**config.mk**
```make
export PLATFORM = sky130hd
export DESIGN_NAME = addr_cam_filter
export DESIGN_NICKNAME = d
export VERILOG_FILES = /design/src/rtl/cam_pkg.sv /design/src/rtl/cam_load_engine.sv /design/src/rtl/cam_table.sv /design/src/rtl/cam_filter.sv /design/src/rtl/addr_cam_filter.sv
export SDC_FILE = /design/constraint.sdc
export NUM_CORES = 2
export LEC_CHECK = 0
export BUFFER_PORTS_ARGS = -buffer_cell sky130_fd_sc_hd__buf_2
export CELL_PAD_IN_SITES_DETAIL_PLACEMENT = 1
export CELL_PAD_IN_SITES_GLOBAL_PLACEMENT = 1
export CORE_ASPECT_RATIO = 1.75
export CORE_MARGIN = 4
export CORE_UTILIZATION = 45
export DETAILED_ROUTE_END_ITERATION = 10
export GPL_TIMING_DRIVEN = 0
export PLACE_DENSITY = 0.73
export SYNTH_ARGS = -nofsm -noshare
export SYNTH_HDL_FRONTEND = slang
export SYNTH_SLANG_ARGS = --single-unit
```
**constraint.sdc**
```tcl
create_clock -name clk -period 4.3 [get_ports clk]
set_input_delay 0.86 -clock clk [delete_from_list [all_inputs] [get_ports clk]]
set_output_delay 0.86 -clock clk [all_outputs]
set_load 0.01 [all_outputs]
```
**src/rtl/cam_pkg.sv**
```systemverilog
package cam_pkg;
  localparam int MAC_W  = 48;
  localparam int WORD_W = 16;

  typedef enum logic [1:0] {
    KIND_TABLE   = 2'd0,
    KIND_PROMISC = 2'd1,
    KIND_MCAST   = 2'd2,
    KIND_BCAST   = 2'd3
  } match_kind_e;

  typedef enum logic [1:0] {
    LD_IDLE = 2'd0,
    LD_REQ  = 2'd1,
    LD_WAIT = 2'd2
  } ld_state_e;
endpackage

```
**src/rtl/cam_load_engine.sv**
```systemverilog
module cam_load_engine
  import cam_pkg::*;
#(
  parameter int ADDR_W  = 32,
  parameter int DATA_W  = 32,
  parameter int ENTRIES = 16,
  parameter int CNT_W   = 5
) (
  input  logic                       clk,
  input  logic                       rst_n,
  input  logic                       start,
  input  logic                       wide,
  input  logic [ADDR_W-1:0]          ptr,
  input  logic [15:0]                count,
  output logic                       busy,
  output logic                       done_pulse,
  output logic                       req_valid,
  input  logic                       req_ready,
  output logic [ADDR_W-1:0]          req_addr,
  input  logic                       rsp_valid,
  input  logic [DATA_W-1:0]          rsp_data,
  output logic                       wr_en,
  output logic [$clog2(ENTRIES)-1:0] wr_idx,
  output logic [MAC_W-1:0]           wr_data,
  output logic                       mask_wr_en,
  output logic [ENTRIES-1:0]         mask_data
);
  localparam int IDX_W = $clog2(ENTRIES);

  ld_state_e             state_q, state_d;
  logic [ADDR_W-1:0]     base_q, base_d;
  logic [CNT_W-1:0]      cnt_q, cnt_d;
  logic [1:0]            word_q, word_d;
  logic [IDX_W-1:0]      idx_q, idx_d;
  logic [WORD_W-1:0]     w1_q, w1_d, w2_q, w2_d;
  logic                  wide_q, wide_d;
  logic                  mphase_q, mphase_d;
  logic                  done_q, done_d;
  logic [ADDR_W-1:0]     slot_off, desc_size;
  logic                  unused_bits;

  assign unused_bits = ^{rsp_data[DATA_W-1:WORD_W], count[15:CNT_W]};

  assign slot_off  = ADDR_W'(word_q) << (wide_q ? 2 : 1);
  assign desc_size = wide_q ? ADDR_W'(16) : ADDR_W'(8);

  assign busy       = (state_q != LD_IDLE);
  assign done_pulse = done_q;
  assign req_valid  = (state_q == LD_REQ);
  assign req_addr   = base_q + slot_off;
  assign wr_idx     = idx_q;
  assign wr_data    = {rsp_data[WORD_W-1:0], w2_q, w1_q};
  assign mask_data  = rsp_data[ENTRIES-1:0];

  always_comb begin
    state_d    = state_q;
    base_d     = base_q;
    cnt_d      = cnt_q;
    word_d     = word_q;
    idx_d      = idx_q;
    w1_d       = w1_q;
    w2_d       = w2_q;
    wide_d     = wide_q;
    mphase_d   = mphase_q;
    done_d     = 1'b0;
    wr_en      = 1'b0;
    mask_wr_en = 1'b0;
    case (state_q)
      LD_IDLE: begin
        if (start) begin
          base_d   = ptr;
          cnt_d    = count[CNT_W-1:0];
          wide_d   = wide;
          idx_d    = '0;
          mphase_d = (count[CNT_W-1:0] == '0);
          word_d   = (count[CNT_W-1:0] == '0) ? 2'd0 : 2'd1;
          state_d  = LD_REQ;
        end
      end
      LD_REQ: begin
        if (req_ready) state_d = LD_WAIT;
      end
      LD_WAIT: begin
        if (rsp_valid) begin
          if (mphase_q) begin
            mask_wr_en = 1'b1;
            done_d     = 1'b1;
            state_d    = LD_IDLE;
          end else begin
            state_d = LD_REQ;
            case (word_q)
              2'd1: begin
                w1_d   = rsp_data[WORD_W-1:0];
                word_d = 2'd2;
              end
              2'd2: begin
                w2_d   = rsp_data[WORD_W-1:0];
                word_d = 2'd3;
              end
              default: begin
                wr_en  = 1'b1;
                cnt_d  = cnt_q - CNT_W'(1);
                idx_d  = idx_q + IDX_W'(1);
                base_d = base_q + desc_size;
                if (cnt_q == CNT_W'(1)) begin
                  mphase_d = 1'b1;
                  word_d   = 2'd0;
                end else begin
                  word_d = 2'd1;
                end
              end
            endcase
          end
        end
      end
      default: state_d = LD_IDLE;
    endcase
  end

  always_ff @(posedge clk or negedge rst_n) begin
    if (!rst_n) begin
      state_q  <= LD_IDLE;
      base_q   <= '0;
      cnt_q    <= '0;
      word_q   <= '0;
      idx_q    <= '0;
      w1_q     <= '0;
      w2_q     <= '0;
      wide_q   <= 1'b0;
      mphase_q <= 1'b0;
      done_q   <= 1'b0;
    end else begin
      state_q  <= state_d;
      base_q   <= base_d;
      cnt_q    <= cnt_d;
      word_q   <= word_d;
      idx_q    <= idx_d;
      w1_q     <= w1_d;
      w2_q     <= w2_d;
      wide_q   <= wide_d;
      mphase_q <= mphase_d;
      done_q   <= done_d;
    end
  end


  req_hold_chk: assert property (@(posedge clk) disable iff (!rst_n)
    req_valid && !req_ready |=> req_valid && $stable(req_addr));

  one_outstanding_chk: assert property (@(posedge clk) disable iff (!rst_n)
    req_valid && req_ready |=> !req_valid);

  done_single_chk: assert property (@(posedge clk) disable iff (!rst_n)
    done_pulse |=> !done_pulse);

  busy_fall_chk: assert property (@(posedge clk) disable iff (!rst_n)
    $fell(busy) |-> done_pulse);

  start_busy_chk: assert property (@(posedge clk) disable iff (!rst_n)
    start && !busy |=> busy);
endmodule

```
**src/rtl/cam_table.sv**
```systemverilog
module cam_table
  import cam_pkg::*;
#(
  parameter int ENTRIES = 16
) (
  input  logic                       clk,
  input  logic                       rst_n,
  input  logic                       wr_en,
  input  logic [$clog2(ENTRIES)-1:0] wr_idx,
  input  logic [MAC_W-1:0]           wr_data,
  input  logic                       mask_wr_en,
  input  logic [ENTRIES-1:0]         mask_data,
  output logic [ENTRIES*MAC_W-1:0]   entries_flat,
  output logic [ENTRIES-1:0]         enable_mask,
  input  logic                       rd_allow,
  input  logic [$clog2(ENTRIES)-1:0] rd_ptr,
  output logic [WORD_W-1:0]          rb_hi,
  output logic [WORD_W-1:0]          rb_mid,
  output logic [WORD_W-1:0]          rb_lo
);
  localparam int IDX_W = $clog2(ENTRIES);

  logic [MAC_W-1:0]   ent_q [ENTRIES];
  logic [ENTRIES-1:0] en_q;
  logic [MAC_W-1:0]   sel;

  for (genvar g = 0; g < ENTRIES; g++) begin : g_entry
    always_ff @(posedge clk or negedge rst_n) begin
      if (!rst_n) ent_q[g] <= '0;
      else if (wr_en && (wr_idx == IDX_W'(g))) ent_q[g] <= wr_data;
    end
    assign entries_flat[g*MAC_W +: MAC_W] = ent_q[g];
  end

  always_ff @(posedge clk or negedge rst_n) begin
    if (!rst_n) en_q <= '0;
    else if (mask_wr_en) en_q <= mask_data;
  end

  assign enable_mask = en_q;
  assign sel    = rd_allow ? ent_q[rd_ptr] : '0;
  assign rb_lo  = sel[15:0];
  assign rb_mid = sel[31:16];
  assign rb_hi  = sel[47:32];


  mask_load_chk: assert property (@(posedge clk) disable iff (!rst_n)
    mask_wr_en |=> enable_mask == $past(mask_data));

  rb_gate_chk: assert property (@(posedge clk) disable iff (!rst_n)
    !rd_allow |-> (rb_lo == '0 && rb_mid == '0 && rb_hi == '0));
endmodule

```
**src/rtl/cam_filter.sv**
```systemverilog
module cam_filter
  import cam_pkg::*;
#(
  parameter int ENTRIES = 16
) (
  input  logic                     clk,
  input  logic                     rst_n,
  input  logic                     frame_valid,
  input  logic [MAC_W-1:0]         dst,
  input  logic                     promisc,
  input  logic                     all_mcast,
  input  logic                     bcast,
  input  logic [ENTRIES*MAC_W-1:0] entries_flat,
  input  logic [ENTRIES-1:0]       enable_mask,
  output logic                     accept,
  output logic                     reject,
  output match_kind_e              kind
);
  logic [ENTRIES-1:0] hit;
  logic               is_mc, is_bc;
  logic               acc_d;
  match_kind_e        kind_d;
  logic               acc_q, rej_q;
  match_kind_e        kind_q;

  for (genvar g = 0; g < ENTRIES; g++) begin : g_cmp
    assign hit[g] = enable_mask[g] && (entries_flat[g*MAC_W +: MAC_W] == dst);
  end

  assign is_mc = dst[0];
  assign is_bc = &dst;

  always_comb begin
    acc_d  = 1'b1;
    kind_d = KIND_TABLE;
    if (promisc && !is_mc)        kind_d = KIND_PROMISC;
    else if (all_mcast && is_mc)  kind_d = KIND_MCAST;
    else if (bcast && is_bc)      kind_d = KIND_BCAST;
    else if (|hit)                kind_d = KIND_TABLE;
    else                          acc_d  = 1'b0;
  end

  always_ff @(posedge clk or negedge rst_n) begin
    if (!rst_n) begin
      acc_q  <= 1'b0;
      rej_q  <= 1'b0;
      kind_q <= KIND_TABLE;
    end else begin
      acc_q <= frame_valid && acc_d;
      rej_q <= frame_valid && !acc_d;
      if (frame_valid) kind_q <= kind_d;
    end
  end

  assign accept = acc_q;
  assign reject = rej_q;
  assign kind   = kind_q;


  verdict_once_chk: assert property (@(posedge clk) disable iff (!rst_n)
    frame_valid |=> (accept != reject));

  verdict_idle_chk: assert property (@(posedge clk) disable iff (!rst_n)
    !frame_valid |=> !accept && !reject);

  promisc_uni_chk: assert property (@(posedge clk) disable iff (!rst_n)
    frame_valid && promisc && !dst[0] |=> accept && kind == KIND_PROMISC);

  mcast_all_chk: assert property (@(posedge clk) disable iff (!rst_n)
    frame_valid && all_mcast && dst[0] |=> accept && kind == KIND_MCAST);
endmodule

```
**src/rtl/addr_cam_filter.sv**
```systemverilog
module addr_cam_filter
  import cam_pkg::*;
#(
  parameter int ADDR_W  = 32,
  parameter int DATA_W  = 32,
  parameter int ENTRIES = 16,
  parameter int CNT_W   = 5
) (
  input  logic                       clk,
  input  logic                       rst_n,
  input  logic                       load_start,
  input  logic                       wide_bus,
  input  logic [ADDR_W-1:0]          desc_ptr,
  input  logic [15:0]                desc_count,
  output logic                       load_busy,
  output logic                       load_done_irq,
  output logic                       mem_req_valid,
  input  logic                       mem_req_ready,
  output logic [ADDR_W-1:0]          mem_req_addr,
  input  logic                       mem_rsp_valid,
  input  logic [DATA_W-1:0]          mem_rsp_data,
  input  logic                       frame_valid,
  input  logic [47:0]                frame_dst,
  input  logic                       promisc_en,
  input  logic                       all_mcast_en,
  input  logic                       bcast_en,
  output logic                       frame_accept,
  output logic                       frame_reject,
  output logic [1:0]                 accept_kind,
  input  logic                       reset_mode,
  input  logic [$clog2(ENTRIES)-1:0] rb_ptr,
  output logic [15:0]                rb_word_hi,
  output logic [15:0]                rb_word_mid,
  output logic [15:0]                rb_word_lo
);
  localparam int IDX_W = $clog2(ENTRIES);

  logic                     wr_en, mask_wr_en;
  logic [IDX_W-1:0]         wr_idx;
  logic [MAC_W-1:0]         wr_data;
  logic [ENTRIES-1:0]       mask_data, enable_mask;
  logic [ENTRIES*MAC_W-1:0] entries_flat;
  match_kind_e              kind;

  cam_load_engine #(
    .ADDR_W(ADDR_W), .DATA_W(DATA_W), .ENTRIES(ENTRIES), .CNT_W(CNT_W)
  ) u_engine (
    .clk(clk), .rst_n(rst_n), .start(load_start), .wide(wide_bus),
    .ptr(desc_ptr), .count(desc_count), .busy(load_busy),
    .done_pulse(load_done_irq), .req_valid(mem_req_valid),
    .req_ready(mem_req_ready), .req_addr(mem_req_addr),
    .rsp_valid(mem_rsp_valid), .rsp_data(mem_rsp_data),
    .wr_en(wr_en), .wr_idx(wr_idx), .wr_data(wr_data),
    .mask_wr_en(mask_wr_en), .mask_data(mask_data)
  );

  cam_table #(.ENTRIES(ENTRIES)) u_table (
    .clk(clk), .rst_n(rst_n), .wr_en(wr_en), .wr_idx(wr_idx),
    .wr_data(wr_data), .mask_wr_en(mask_wr_en), .mask_data(mask_data),
    .entries_flat(entries_flat), .enable_mask(enable_mask),
    .rd_allow(reset_mode), .rd_ptr(rb_ptr),
    .rb_hi(rb_word_hi), .rb_mid(rb_word_mid), .rb_lo(rb_word_lo)
  );

  cam_filter #(.ENTRIES(ENTRIES)) u_filter (
    .clk(clk), .rst_n(rst_n), .frame_valid(frame_valid), .dst(frame_dst),
    .promisc(promisc_en), .all_mcast(all_mcast_en), .bcast(bcast_en),
    .entries_flat(entries_flat), .enable_mask(enable_mask),
    .accept(frame_accept), .reject(frame_reject), .kind(kind)
  );

  assign accept_kind = kind;
endmodule

```
==> key figures <==
Setup path
  • Worst-path maximum fanout: 10
  • Critical path arrival: 5.25 ns
  • FF-to-FF setup slack: -0.06 ns
  • Worst reg2reg startpoint: u_table.entries_flat[612]
  • Setup CP Type: input port to flop
  • FF-to-FF path depth: 7
  • Worst reg2reg path endpoint: u_filter.reject
  • WP data required: 4.87 ns
  • Setup crit start kind: input port
  • Crit. End Element: flop

CTS
  • CTS H-Tree Depth: 3
  • TritonCTS buffer count: 88
  • Clock sink total: 868
  • Clock-pin slew on the worst setup and hold paths: 0.07 ns
  • Clock latency on the worst-skew pair: 0.76 ns
  • Hold-fix buffers, CTS: 0
  • Root buffer cell: clkbuf_16
  • Bufs on Longest Clock Path: 3
  • CTS tree: done

Outcome
  • Status: finished with violations
  • Failing checks: max-capacitance violations, max-slew violations, negative setup slack

Timing
  • Final WS setup: -0.379 ns
  • Max Slew Vio Count: 74
  • Period utilisation layout: 109%
  • Fmax: 0.214 GHz
  • Fin Hold WS: 0.0631 ns
  • Period minus WS final: 4.68 ns
  • Final Hold Vio Count: 0
  • Slew Limit Headroom: -44.0%
  • Max Clock Skew: 0.0211 ns
  • Setup violators final: 37
  • Measured slew at the worst slew-check pin: 2.15 ns
  • RSZ-0062 raised after global routing: yes

Final layout
  • Synth-to-layout area growth: 13.2%
  • Non-Filler Instances: 5689
  • Most frequent cells in the layout: dfrtp_1, mux2_2, xor2_1
  • Layout cells sized above 1: 36.7%
  • Layout fillers: 11100
  • Most common cell after layout, fill and taps aside: dfrtp_1
  • Nets: 4266
  • Final instance area: 56100 µm²

Yosys
  • Synth cell types: 65
  • Mux share of post-synthesis cell area: 30.0%
  • Area contributors post-synth: dfrtp_1, mux2_2, mux4_2
  • Synth Area in XOR/XNOR: 13.1%
  • Share of the synthesized area in the top cell type: 43.8%
  • Largest family of logic cells by synthesized area: multiplexers
  • Synth async-reset ratio: 100%
  • Post-synthesis simple-gate area fraction: 6.15%
  • Predominant post-synthesis flop cell: dfrtp_1
  • Synth Instances: 3848
  • Post-synthesis compound-gate area fraction: 2.74%
  • Yosys warning total: 0
  • EDFF count, synth: 0
  • Average size of a mapped cell: 12.9 µm²
  • Flops & latches, synth: 868
  • Netlist Area Pre-Place: 49600 µm²
  • Yosys top cell by area: dfrtp_1
  • Sequential area share after synthesis: 43.8%
  • Adder-cell share of the synthesized area: 0.459%

Power and ir drop
  • Sw Ratio: 38.4%
  • Combinational cell fraction of total power: 27.3%
  • P_int: 15900 µW
  • P_sw: 9890 µW
  • Final Power: 25800 µW
  • Sequential power share: 39.0%
  • Maximum vdd drop: 625 µV
  • Pleak: 0.0263 µW
  • Power share of the clock group: 33.6%
  • PwrDens: 459 nW/µm²

Routing
  • Routed via count: 40600
  • Vias per cell: 7.14
  • DRC Markers: 0
  • DRT Pass-1 Iters: 8
  • Drt wl/cell: 54.5 µm
  • Iter 0 DRT Violations: 5617
  • Routed wire length: 310000 µm
  • DRT antenna net count: 0

Global routing
  • GRT Total Usage: 53.2%
  • Initial antenna violation count: 69
  • Vias in the first global route: 40600
  • Grt ovf: 0
  • First-pass GRT wire length: 401000 µm
  • Largest net degree at the start of global routing: 114

Placed design
  • GPL Wtd Cong: 1.14
  • Area after DPL: 52500 µm²
  • IO buf count: 135
  • Placed Cells: 5459
  • Hpwl dp: 246000 µm
  • Setup slack at placement: -0.857 ns

Die
  • DIE HEIGHT: 447 µm
  • Chip width: 259 µm
  • Initial Util: 45.4%
  • # IOs: 230
  • Die area: 116000 µm²
  • Core Rows: 160
  • Core ar.: 109000 µm²

Min path
  • HP Class: input port to async pin

Job
  • Max-cap viol count: 16
-- area by class of cell --
type / count / area, µm² / share of cell area [%]
multi-input cells: 2571 / 26200 / 46.7
diodes: 58 / 145 / 0.259
plain buffers: 330 / 1700 / 3.02
inverters: 80 / 300 / 0.535
repair buffers: 167 / 1140 / 2.03
clock buffers: 117 / 2450 / 4.37
flip-flops and latches: 868 / 21700 / 38.7
clock inverters: 40 / 618 / 1.10
well taps: 1458 / 1820 / 3.25
-- synthesized netlist by cell type (56+ instances only) --
cell	instances
dfrtp_1	868
mux2_2	645
xor2_1	475
xnor2_1	264
mux4_2	240
clkbuf_1	145
nor4_1	139
buf_2	126
nand4_1	106
mux2_4	100
nand2_1	84
inv_1	80
o21ai_0	65
mux2_1	60
a21oi_1	58
and2_1	56
nor2_1	56
-- worst max-delay path, stage by stage --
cell and delay [ns]:
buf_2 0.32, buf_2 0.42, xor2_1 1.65, nor4_1 0.11, nand4_1 0.33, o2111ai_1 0.24
nor4_2 1.04, a21boi_0 0.23
-- worst max-delay path by stage --
stage                                            to          start  cells after the start
after floorplan                       rb_word_hi[0]      rb_ptr[0]                      6
after global placement    u_table.entries_flat[474]          rst_n                      1
after detailed placement            rb_word_mid[14]      rb_ptr[0]                      7
after CTS                             rb_word_lo[6]      rb_ptr[1]                      6
after global routing                u_filter.accept  frame_dst[33]                      8
final                               u_filter.accept  frame_dst[33]                      8
-- per-stage QoR --
stage                     setup TNS (ns)  utilization (%)
after global routing               -1.34             51.3
after CTS                              0             51.1
after floorplan                        0                -
after detailed placement          -37.42             48.1
after global placement                 -             47.7
final                              -2.29             51.4
-- kinds of logic (layout without fill, tap and decap cells) --
| family | Yosys count | after routing |
|---|---|---|
| muxes | 1046 | 1046 |
| and+or+nand+nor | 548 | 548 |
| xor gates and xnor gates | 739 | 739 |
| buffers and inverters | 410 | 734 |
| adders and majority gates | 17 | 17 |
| DFF | 868 | 868 |
| AOI/OAI and AO/OA | 219 | 219 |
| other | 1 | 60 |
-- power groups by stage --
stage	sequential [µW]	clock (µW)	combinational [µW]
finish	10100	8660	7040
global route	10100	8940	7080
CTS	9980	8580	6600
detailed placement	10100	0	6470
global placement	10100	0	6330
floorplan	9610	0	3250
-- registers in the layout (all words and copies together), names as in the netlist --
name / count
u_engine.done_pulse: 1
u_engine.word_q: 2
u_filter.kind: 2
u_engine.state_q: 2
u_engine.wide_q: 1
u_table.enable_mask: 16
u_engine.wr_idx: 4
u_engine.cnt_q: 5
u_engine.w2_q: 16
u_engine.base_q: 32
u_filter.reject: 1
u_table.entries_flat: 768
u_engine.w1_q: 16
u_filter.accept: 1
u_engine.mphase_q: 1
-- metal layers --
layer / GRT usage, % / part of all wire (%)
met1: 51.1 / 30
met2: 81.2 / 44
met3: 18.7 / 9.6
met4: 63.5 / 16
met5: 1.50 / 0.057
-- what timing repair did --
action | CTS | global route
pin swaps | 6 | 3
gates resized for setup | 57 | 20
endpoints found under the setup margin | 73 | 30
buffers inserted | 8 | 4
No activity file was read; power rests on OpenSTA's default activity.
